==> config.mk <==
export PLATFORM = sky130hd
export DESIGN_NAME = secdedCodec
export DESIGN_NICKNAME = d
export VERILOG_FILES = /design/src/rtl/secdedPkg.sv /design/src/rtl/secdedControl.sv /design/src/rtl/secdedDatapath.sv /design/src/rtl/secdedCodec.sv
export SDC_FILE = /design/constraint.sdc
export NUM_CORES = 1
export LEC_CHECK = 0
export BUFFER_PORTS_ARGS = -buffer_cell sky130_fd_sc_hd__buf_2
export CAP_MARGIN = 20
export CORE_MARGIN = 1.5
export CORE_UTILIZATION = 51
export CTS_CLUSTER_DIAMETER = 120
export CTS_CLUSTER_SIZE = 40
export DETAILED_ROUTE_END_ITERATION = 8
export MAX_ROUTING_LAYER = met4
export PLACE_DENSITY = 0.88
export SLEW_MARGIN = 20
export SYNTH_ARGS = -nofsm -noshare
export SYNTH_HDL_FRONTEND = slang
export SYNTH_HIERARCHICAL = 1
export SYNTH_SLANG_ARGS = --single-unit
==> constraint.sdc <==
create_clock -name clk -period 2.2 [get_ports clk]
set_clock_uncertainty 0.05 [all_clocks]
set_input_delay 0.11 -clock clk [delete_from_list [all_inputs] [get_ports clk]]
set_output_delay 0.11 -clock clk [all_outputs]
set_load 0.02 [all_outputs]
==> src/rtl/secdedPkg.sv <==
package secdedPkg;
  localparam int MSG_W  = 4;
  localparam int PAR_W  = 4;
  localparam int CODE_W = MSG_W + PAR_W;
  localparam int CHAN_N = 2;   // channel 0 = encoder, channel 1 = decoder

  // Coverage of each parity bit over the message bits (row i -> parity i).
  localparam logic [PAR_W-1:0][MSG_W-1:0] PAR_MASK = {
    4'b1101,   // p3
    4'b1011,   // p2
    4'b0111,   // p1
    4'b1110    // p0
  };

  typedef struct packed {
    logic encLoad;
    logic decLoad;
  } ctlStrobe_t;

  function automatic logic [PAR_W-1:0] parityOf(input logic [MSG_W-1:0] msg);
    logic [PAR_W-1:0] par;
    for (int i = 0; i < PAR_W; i++) par[i] = ^(msg & PAR_MASK[i]);
    return par;
  endfunction
endpackage

==> src/rtl/secdedControl.sv <==
module secdedControl
  import secdedPkg::*;
(
  input  logic              clk,
  input  logic              rstN,
  input  logic [CHAN_N-1:0] inValid,
  input  logic [CHAN_N-1:0] outReady,
  output logic [CHAN_N-1:0] inReady,
  output logic [CHAN_N-1:0] outValid,
  output ctlStrobe_t        strobe
);
  logic [CHAN_N-1:0] load;

  for (genvar ch = 0; ch < CHAN_N; ch++) begin : gChan
    logic validQ;
    assign inReady[ch]  = !validQ || outReady[ch];
    assign load[ch]     = inValid[ch] && inReady[ch];
    assign outValid[ch] = validQ;
    always_ff @(posedge clk or negedge rstN) begin
      if (!rstN)            validQ <= 1'b0;
      else if (inReady[ch]) validQ <= inValid[ch];
    end
  end

  assign strobe.encLoad = load[0];
  assign strobe.decLoad = load[1];
endmodule

==> src/rtl/secdedDatapath.sv <==
module secdedDatapath
  import secdedPkg::*;
(
  input  logic              clk,
  input  logic              rstN,
  input  ctlStrobe_t        strobe,
  input  logic [MSG_W-1:0]  encMsg,
  input  logic [CODE_W-1:0] decWord,
  output logic [CODE_W-1:0] encCode,
  output logic [MSG_W-1:0]  decMsg,
  output logic              decCorrected,
  output logic              decUncorrectable
);
  logic [MSG_W-1:0] rxMsg;
  logic [PAR_W-1:0] rxPar;
  logic [PAR_W-1:0] syndrome;
  logic [MSG_W-1:0] colHit;
  logic             parHit;
  logic             singleErr;
  logic             doubleErr;
  logic [MSG_W-1:0] fixedMsg;

  assign rxMsg    = decWord[CODE_W-1:PAR_W];
  assign rxPar    = decWord[PAR_W-1:0];
  assign syndrome = rxPar ^ parityOf(rxMsg);

  // Column of the check matrix for each message bit, derived from the masks.
  for (genvar j = 0; j < MSG_W; j++) begin : gCol
    localparam logic [MSG_W-1:0] UNIT = MSG_W'(1 << j);
    assign colHit[j] = (syndrome == parityOf(UNIT));
  end

  assign parHit    = $onehot(syndrome);
  assign singleErr = parHit || (|colHit);
  assign doubleErr = (syndrome != '0) && !singleErr;
  assign fixedMsg  = doubleErr ? rxMsg : (rxMsg ^ colHit);

  always_ff @(posedge clk or negedge rstN) begin
    if (!rstN) begin
      encCode          <= '0;
      decMsg           <= '0;
      decCorrected     <= 1'b0;
      decUncorrectable <= 1'b0;
    end else begin
      if (strobe.encLoad) encCode <= {encMsg, parityOf(encMsg)};
      if (strobe.decLoad) begin
        decMsg           <= fixedMsg;
        decCorrected     <= singleErr;
        decUncorrectable <= doubleErr;
      end
    end
  end
endmodule

==> src/rtl/secdedCodec.sv <==
module secdedCodec
  import secdedPkg::*;
(
  input  logic              clk,
  input  logic              rstN,
  input  logic              encInValid,
  output logic              encInReady,
  input  logic [MSG_W-1:0]  encMsg,
  output logic              encOutValid,
  input  logic              encOutReady,
  output logic [CODE_W-1:0] encCode,
  input  logic              decInValid,
  output logic              decInReady,
  input  logic [CODE_W-1:0] decWord,
  output logic              decOutValid,
  input  logic              decOutReady,
  output logic [MSG_W-1:0]  decMsg,
  output logic              decCorrected,
  output logic              decUncorrectable
);
  ctlStrobe_t        strobe;
  logic [CHAN_N-1:0] inReadyV;
  logic [CHAN_N-1:0] outValidV;

  secdedControl ctl (
    .clk      (clk),
    .rstN     (rstN),
    .inValid  ({decInValid, encInValid}),
    .outReady ({decOutReady, encOutReady}),
    .inReady  (inReadyV),
    .outValid (outValidV),
    .strobe   (strobe)
  );

  secdedDatapath dp (
    .clk              (clk),
    .rstN             (rstN),
    .strobe           (strobe),
    .encMsg           (encMsg),
    .decWord          (decWord),
    .encCode          (encCode),
    .decMsg           (decMsg),
    .decCorrected     (decCorrected),
    .decUncorrectable (decUncorrectable)
  );

  assign encInReady  = inReadyV[0];
  assign decInReady  = inReadyV[1];
  assign encOutValid = outValidV[0];
  assign decOutValid = outValidV[1];
endmodule

==> flow_summary.toml, run 1 <==
[status]
outcome = "finished clean"

[worst_hold_path]
whs_path_depth = 3
worstHoldEndpoint = "ctl/gChan[0].validQ"
worstHoldPathType = "input pin to flop"
worstHoldStart = "encOutReady"

[yosys]
synth_cells = 109
synth_top_family_by_area = "XOR/XNOR gates"
synthXorXnorAreaFrac = 0.192
muxShareOfSynthArea = 0.0780
yosys.area_share.simple = 0.142
synth.distinct_cells = 31
synthAdderAreaFrac = 0.0823
synth-seq-area-share = 0.347
syn_avg_cell_area_um2 = 10.6
ys.warnings.count = 6
ys_seq_elements = 16
synth-compound-area-share = 0.0986
synth_area_um2 = 1150
synth_fp_nets = 134

[critical_path]
cp.arrival_ns = 2.13
crit_slowest_cell = "fa_1"
crit_chain = "buf_2 -> xor2_1 -> xnor2_2 -> fa_1 -> ha_2 -> ha_1 -> nor2_1 -> a221oi_2 -> a32o_1"
reg2reg_depth = 5
required_ns = 2.37
start_kind = "input pin"
cp-end-kind = "flop"
regToRegEndpoint = "dp/decUncorrectable"
critPathKind = "input pin to flop"
critical_path_buf_inv_count = 1
max_stage_delay_ns = 0.45
regToRegSetupSlack_ns = 0.85
regToRegStartpoint = "ctl/gChan[1].validQ"
cp_top_family = "adder cells"
crit_fanout = 5

[timing]
hold_viol = 0
min_period_ns = 1.96
max_freq_mhz = 511
slew_headroom = 0.754
setup_tns_ns = 0
tightestPinTransition_ns = 0.366
finalCritPeriodShare = 0.890
rsz0062_at_grt = "no"
setup_viol = 0
slew_violations = 0

[routing]
detail-route-antenna-nets = 0
drc = 0
top_layer = "met4"
routed-via-count = 949
detail_route.iter0.violations = 25
routed_wirelength_mm = 2.16
wl_met2_mm = 1.12
firstDrtPassIters = 4
wl_met1_um = 910
routedWlPerCell_um = 11.9
wl_met3_um = 120
viasPerCell = 5.24

[floorplanning]
coreArea_um2 = 2170
die-width_um = 50.6
dieArea_um2 = 2560
start_util = 0.532
num_io_pins = 36
die_y_um = 50.6
rows = 17

[clock_network]
cts.sinks = 16
clk_path_buf_depth = 2
ctsRootBufferMaster = "clkbuf_4"
ctsHoldBuffers = 3
cts_tree = "yes"
clk_pin_slew_worst_paths_ns = 0.09
cts_buffers = 3
cts_setup_buffers = 0
htree_levels = 1
cts.repair.resized = 0
clkLatencyLatePin_ns = 0.27

[placement]
gp_congestion = 0.850
port_buffers = 35
hpwl_mm = 1.78

[cells_and_area]
layout-drive-gt1-share = 0.458
nets = 179
layout.cells.most_common = "buf_2"
antennaDiodeCount = 0
areaGrowthSynthToFinish_pct = 29.8
final_cell_mix = "buf_2, dfrtp_1, xnor2_1"

[global_route]
grt_max_degree = 17
grt_use_total = 0.203
grt_pass1_vias = 944
grt_pass1_wl_mm = 3.84
grt.overflow.total = 0
antenna_found_initial = 0

[pwr]
ir_drop_mv = 0.372
p_total_mw = 1.09
p_leak_nw = 0.691
power_density_nw_per_um2 = 726

[flow_run]
maxCapViolCount = 0
power breakdown:
group,switching (mW),internal [mW]
clock,0.0854,0.101
sequential,0.0334,0.358
combinational,0.283,0.228
total,0.402,0.687
worst max-delay path by stage:
| stage | slack [ns] | endpoint | start | cells past startpoint |
|---|---|---|---|---|
| after CTS | 0.25 | dp/decUncorrectable | decWord[6] | 9 |
| after global placement | 0.008 | dp/decUncorrectable | decWord[6] | 9 |
| final | 0.24 | dp/decUncorrectable | decWord[6] | 9 |
| after global routing | 0.13 | dp/decUncorrectable | decWord[6] | 9 |
| after detailed placement | -0.04 | dp/decUncorrectable | decWord[6] | 9 |
| after floorplan | 0.002 | dp/decUncorrectable | decWord[7] | 10 |
tightest hold or removal path: stages:
cell      delay, ns
buf_2          0.08
nand2b_4       0.11
nand2b_1       0.05
metrics by stage:
stage	hold WS, ns	instance area [um^2]	utilization	setup WS, ns	std cells
floorplan	-0.236	1220	-	0.00183	109
global route	0.0665	1500	0.691	0.133	181
CTS	0.0532	1500	0.691	0.249	181
global placement	-0.0195	1430	0.660	0.00842	174
finish	0.0615	1500	0.691	0.242	181
detailed placement	-0.0108	1430	0.660	-0.0445	174
synthesized netlist by cell type:
cell type / number / area (um^2)
nor2_1: 4 / 15.0
clkbuf_2: 1 / 5.00
nand4_1: 4 / 25.0
xor2_2: 2 / 32.5
clkbuf_1: 2 / 7.51
a21oi_1: 4 / 20.0
fa_1: 1 / 20.0
ha_1: 6 / 75.1
buf_2: 1 / 5.00
o2111ai_1: 2 / 17.5
and3_1: 1 / 6.26
o21ai_0: 2 / 10.0
nand2b_1: 2 / 12.5
dfrtp_1: 16 / 400
buf_4: 4 / 30.0
a31oi_1: 2 / 12.5
xnor2_2: 3 / 48.8
o22ai_1: 1 / 6.26
a21boi_0: 1 / 7.51
nand3_1: 5 / 25.0
and2_4: 2 / 17.5
a32o_1: 1 / 10.0
o31ai_1: 1 / 7.51
nand2b_4: 2 / 27.5
a221oi_2: 1 / 15.0
nor3_1: 7 / 35.0
mux2_2: 8 / 90.1
inv_1: 6 / 22.5
xnor2_1: 14 / 123
xor2_1: 2 / 17.5
a21o_1: 1 / 7.51
sequential cells by signal, summed over array words and instances, names as in the netlist:
signal,count
dp/encCode,8
dp/decCorrected,1
dp/decMsg,4
ctl/gChan.validQ,2
dp/decUncorrectable,1
routing by layer:
layer  global-route usage  up-vias
li1                     -      463
met1                0.215      448
met2                0.384       36
met3               0.0268        2
met4               0.0676        0
met5                    -        -
final cells by class:
class | instances | area (um^2)
inverters | 6 | 22.5
clock buffers | 4 | 36.3
fillers | 158 | 671
multi-input cells | 79 | 724
repair buffers | 48 | 280
well taps | 28 | 35.0
flip-flops and latches | 16 | 400
cells by family after synthesis:
group,Yosys count
AND/OR/NAND/NOR,27
XOR/XNOR,21
AO/OA/AOI/OAI,16
flip-flops,16
buffers and inverters,14
multiplexers,8
adder cells (fa/ha/maj),7
(Power assumes the default switching activity.)
==> inputs of run 2 (changes only) <==
==> constraint.sdc (replaced) <==
create_clock -name clk -period 2.5 [get_ports clk]
set_clock_uncertainty 0.05 [all_clocks]
set_input_delay 0.125 -clock clk [delete_from_list [all_inputs] [get_ports clk]]
set_output_delay 0.125 -clock clk [all_outputs]
set_load 0.02 [all_outputs]
==> run 2 against run 1 <==
Global-route usage down 0.14 points. First-iteration DRC count down 8.0%. Critical path type unchanged. Total power down 13%. Cell area down 6.7%. Combinational power down 15%.
==> flow_summary.toml, run 2 (synthesis gave the netlist of run 1 again) <==
[cells_and_area]
largest_reg_flops = 8
layout-drive-gt1-share = 0.407
regMostFlops = "dp/encCode"
areaGrowthSynthToFinish_pct = 21.1
layout.cells.most_common = "buf_2"
antennaDiodeCount = 0
fillers = 188
nets = 171
final_cell_mix = "buf_2, dfrtp_1, xnor2_1"
reg_top3 = "dp/encCode: 8 flops, dp/decMsg: 4 flops, ctl/gChan.validQ: 2 flops"
fin_util = 0.645

[global_route]
grt_use_total = 0.201
grt_pass1_wl_mm = 3.82
antenna_found_initial = 0
grt_max_degree = 17
grt_pass1_vias = 889
grt.overflow.total = 0

[routing]
detail-route-antenna-nets = 0
routedWlPerCell_um = 13.2
drc = 0
firstDrtPassIters = 4
viasPerCell = 5.19
routed-via-count = 898
detail_route.iter0.violations = 23
routed_wirelength_mm = 2.28

[clock_network]
cts.sinks = 16
cts.repair.resized = 0
clk_path_buf_depth = 2
cts_tree = "yes"
htree_levels = 1
clkLatencyLatePin_ns = 0.28
clk_pin_slew_worst_paths_ns = 0.09
cts_buffers = 3
ctsRootBufferMaster = "clkbuf_4"

[critical_path]
cp-end-kind = "flop"
crit_chain = "buf_2 -> xnor2_1 -> xnor2_1 -> inv_1 -> fa_1 -> ha_1 -> ha_1 -> nor2_1 -> a221oi_2 -> a32o_1"
crit_slowest_cell = "fa_1"
critPathKind = "input pin to flop"
start_kind = "input pin"
max_stage_delay_ns = 0.50
crit_fanout = 6
cp.arrival_ns = 2.46
required_ns = 2.67

[floorplanning]
die-width_um = 50.6
die_y_um = 50.6
rows = 17
num_io_pins = 36
start_util = 0.532
coreArea_um2 = 2170
dieArea_um2 = 2560

[timing]
rsz0062_at_grt = "no"
min_period_ns = 2.30
tightestPinTransition_ns = 0.375
setup_viol = 0
layout_setup_ws_ns = 0.205
finalCritPeriodShare = 0.918
max_freq_mhz = 436
slew_headroom = 0.748
hold_viol = 0
slew_violations = 0
fin_hold_ws_ns = 0.0648

[pwr]
clock_power_share = 0.174
p_sw_frac = 0.383
ir_drop_mv = 0.300
power.share.combinational = 0.460
p_switching_mw = 0.363
seqPwrFrac = 0.366
power.internal_mw = 0.585
power_density_nw_per_um2 = 677
p_leak_nw = 0.639

[placement]
dp_slack_ns = -0.0790
port_buffers = 35
hpwl_mm = 1.87
gp_congestion = 0.886

[flow_run]
maxCapViolCount = 0

[status]
outcome = "finished clean"

[worst_hold_path]
worstHoldPathType = "input pin to flop"
## run 2: cell count changes in the layout (fill, tap and decap cells not counted), sizes merged
cell  change
buf       -8
## run 2: worst paths after layout
| path | from | end | slack [ns] | depth (start not counted) |
|---|---|---|---|---|
| setup / recovery | decWord[6] | dp/decUncorrectable | 0.20 | 10 |
| hold / removal | encOutReady | ctl/gChan[0].validQ | 0.06 | 3 |
| setup reg to reg | ctl/gChan[1].validQ | dp/decUncorrectable | 1.10 | 5 |
| min in group asynchronous | rstN | dp/encCode[0] | 0.22 | 2 |
| max in group asynchronous | rstN | dp/decMsg[0] | 1.91 | 2 |
| hold reg to reg | dp/encCode[4] | dp/encCode[4] | 0.46 | 1 |
## run 2: area by class of cell
cell class                      count  area, um^2  share of cell area
Timing Repair Buffer               40         220               0.157
Tap cell                           28        35.0              0.0250
Clock buffer                        4        36.3              0.0259
Multi-Input combinational cell     79         684               0.489
Inverter                            6        22.5              0.0161
Sequential cell                    16         400               0.286
## run 2: routing by layer
metal / up-vias / part of all wire / GRT usage
met5: - / 0 / -
li1: 447 / - / -
met2: 29 / 0.52 / 0.344
met4: 0 / 0 / 0.0856
met3: 0 / 0.052 / 0.0357
met1: 422 / 0.43 / 0.232
## run 2: metrics by stage
| stage | power, mW | cell area [um^2] | cells | TNS (ns) |
|---|---|---|---|---|
| 6_report | 0.948 | 1400 | 173 | 0 |
| 5_1_grt | 1.01 | 1400 | 173 | 0 |
| 4_1_cts | 0.958 | 1400 | 173 | 0 |
| 3_5_place_dp | 0.784 | 1330 | 166 | -0.112 |
| 3_3_place_gp | 0.751 | 1330 | 166 | 0 |
| 2_1_floorplan | 0.642 | 1150 | 109 | 0 |
## run 2: power groups by stage
stage | clock network (mW) | registers, mW | logic, mW
after floorplan | 0 | 0.418 | 0.224
after global placement | 0 | 0.347 | 0.404
after detailed placement | 0 | 0.352 | 0.432
after CTS | 0.173 | 0.346 | 0.438
after global routing | 0.183 | 0.353 | 0.472
final | 0.165 | 0.347 | 0.436
## run 2: repair_timing
item / in CTS / in global routing
hold buffers: 3 / 0
endpoints found under the hold margin: 18 / 0
buffers inserted: 0 / 0
## run 2: worst max-delay path, delay by kind of cell
kind	cells	cell delay, ns
fa+ha+maj	3	1.00
compound gates	2	0.53
xor+xnor	2	0.43
buf+inv	2	0.32
simple gates	1	0.06
==> inputs of run 3 (changes only) <==
--- a/config.mk
+++ b/config.mk
@@ -7,7 +7,6 @@
 export LEC_CHECK = 0
 export BUFFER_PORTS_ARGS = -buffer_cell sky130_fd_sc_hd__buf_2
 export CAP_MARGIN = 20
-export CORE_MARGIN = 1.5
 export CORE_UTILIZATION = 51
 export CTS_CLUSTER_DIAMETER = 120
 export CTS_CLUSTER_SIZE = 40
==> run 3 against run 2 <==
Combinational power fell by 2%. Global-route usage rose by 0.76 points. Critical path depth fell by 1. Hold slack got worse by 0.043 ns. Register-to-register slack improved by 0.05 ns. Die area fell by 3.9%. Sequential share of layout area rose by 0.077 points. Total power fell by 1.5%. Cell area fell by 0.27%. Maximum frequency rose by 10%. Largest cell class unchanged. Largest power group unchanged.
==> flow_summary.toml, run 3 (synthesis gave the netlist of run 1 again) <==
[routing]
detail-route-antenna-nets = 0
drc = 0
viasPerCell = 5.23
routed-via-count = 899
detail_route.iter0.violations = 6
routedWlPerCell_um = 12.8
routed_wirelength_mm = 2.21
firstDrtPassIters = 4

[timing]
slew_headroom = 0.744
max_freq_mhz = 480
rsz0062_at_grt = "no"
setup_viol = 0
slew_violations = 0
hold_viol = 0
finalCritPeriodShare = 0.833
min_period_ns = 2.08
tightestPinTransition_ns = 0.382
layout_setup_ws_ns = 0.417
setup_tns_ns = 0

[clock_network]
cts_tree = "yes"
htree_levels = 1
clk_path_buf_depth = 2
clk_pin_slew_worst_paths_ns = 0.08
ctsHoldBuffers = 2
cts.sinks = 16
cts_buffers = 3
clkLatencyLatePin_ns = 0.28
cts.repair.resized = 0
ctsRootBufferMaster = "clkbuf_4"
cts_setup_buffers = 0

[placement]
port_buffers = 35
hpwl_mm = 1.84
dp_slack_ns = 0.134
gp_congestion = 0.902

[cells_and_area]
regMostFlops = "dp/encCode"
largest_reg_flops = 8
reg_top3 = "dp/encCode: 8 flops, dp/decMsg: 4 flops, ctl/gChan.validQ: 2 flops"
final_cell_mix = "buf_2, dfrtp_1, xnor2_1"
nets = 171
layout-drive-gt1-share = 0.414
layout.cells.most_common = "buf_2"
fin_util = 0.683
antennaDiodeCount = 0
areaGrowthSynthToFinish_pct = 20.8

[global_route]
antenna_found_initial = 0
grt_util_met2 = 0.347
grt_pass1_wl_mm = 3.80
grt_use_total = 0.209
grt_use_met1 = 0.245
grt.overflow.total = 0
grt_util_met3 = 0.0463
grt_pass1_vias = 869
grt_max_degree = 17
grt-busiest-layer = "met2"

[pwr]
ir_drop_mv = 0.461
p_leak_nw = 0.640
power_density_nw_per_um2 = 669

[flow_run]
maxCapViolCount = 0

[critical_path]
critPathKind = "input pin to flop"
crit_fanout = 7
regToRegStartpoint = "ctl/gChan[1].validQ"
crit_path_start = "decWord[7]"
required_ns = 2.66
endpoint = "dp/decUncorrectable"
cp-end-kind = "flop"
regToRegEndpoint = "dp/decUncorrectable"
start_kind = "input pin"
reg2reg_depth = 5
regToRegSetupSlack_ns = 1.15
cp.arrival_ns = 2.25

[floorplanning]
dieArea_um2 = 2460
die_y_um = 49.6
die-width_um = 49.6
rows = 16
coreArea_um2 = 2040
num_io_pins = 36
start_util = 0.566

[status]
outcome = "finished clean"

[worst_hold_path]
worstHoldPathType = "input pin to flop"
==> run 3: cell types whose count changed in the layout (fill, tap and decap cells not counted), sizes merged <==
cell / before / now
buf: 37 / 38
dlygate4sd3: 3 / 2
==> run 3: how the worst min path moves through the flow <==
| stage | start | cells past startpoint | end | slack (ns) |
|---|---|---|---|---|
| after floorplan | rstN | 0 | ctl/gChan[0].validQ | -0.22 |
| after global placement | rstN | 1 | dp/decMsg[2] | -0.006 |
| after detailed placement | rstN | 1 | ctl/gChan[1].validQ | -0.006 |
| after CTS | decInValid | 2 | ctl/gChan[1].validQ | 0.02 |
| after global routing | decInValid | 2 | ctl/gChan[1].validQ | 0.02 |
| final | decInValid | 2 | ctl/gChan[1].validQ | 0.02 |
==> run 3: layout make-up <==
class                      instances  area (um^2)
clock buffer                       4         36.3
fill                             161          647
timing repair buffer              40          218
sequential                        16          400
tap                               27         33.8
inverter                           6         22.5
multi-input combinational         79          684
==> run 3: report_power, final <==
group          switching (mW)  total, mW  leakage [nW]  internal (mW)
clock                  0.0745      0.163        0.0210         0.0885
sequential             0.0290      0.344         0.184          0.315
combinational           0.246      0.426         0.435          0.180
==> run 3: worst max-delay path, cell delays in order <==
cell and delay (ns):
buf_2 0.17, xor2_2 0.34, xnor2_1 0.18, fa_1 0.44, ha_1 0.19, ha_1 0.27, nor2_1 0.05, a221oi_2 0.29
a32o_1 0.19
==> run 3: metrics by stage <==
| stage | cells | hold slack, ns | power (mW) | cell area [um^2] |
|---|---|---|---|---|
| after floorplan | 109 | -0.221 | 0.642 | 1150 |
| after global placement | 166 | -0.00617 | 0.760 | 1340 |
| after detailed placement | 166 | -0.00586 | 0.774 | 1340 |
| after CTS | 172 | 0.0184 | 0.943 | 1400 |
| after global routing | 172 | 0.0189 | 1.00 | 1400 |
| final | 172 | 0.0218 | 0.933 | 1400 |
==> run 3: per-layer routing <==
layer	routed length, um	share of wire
met4	36	0.016
met5	0	0
met3	111	0.050
met1	965	0.44
met2	1100	0.50
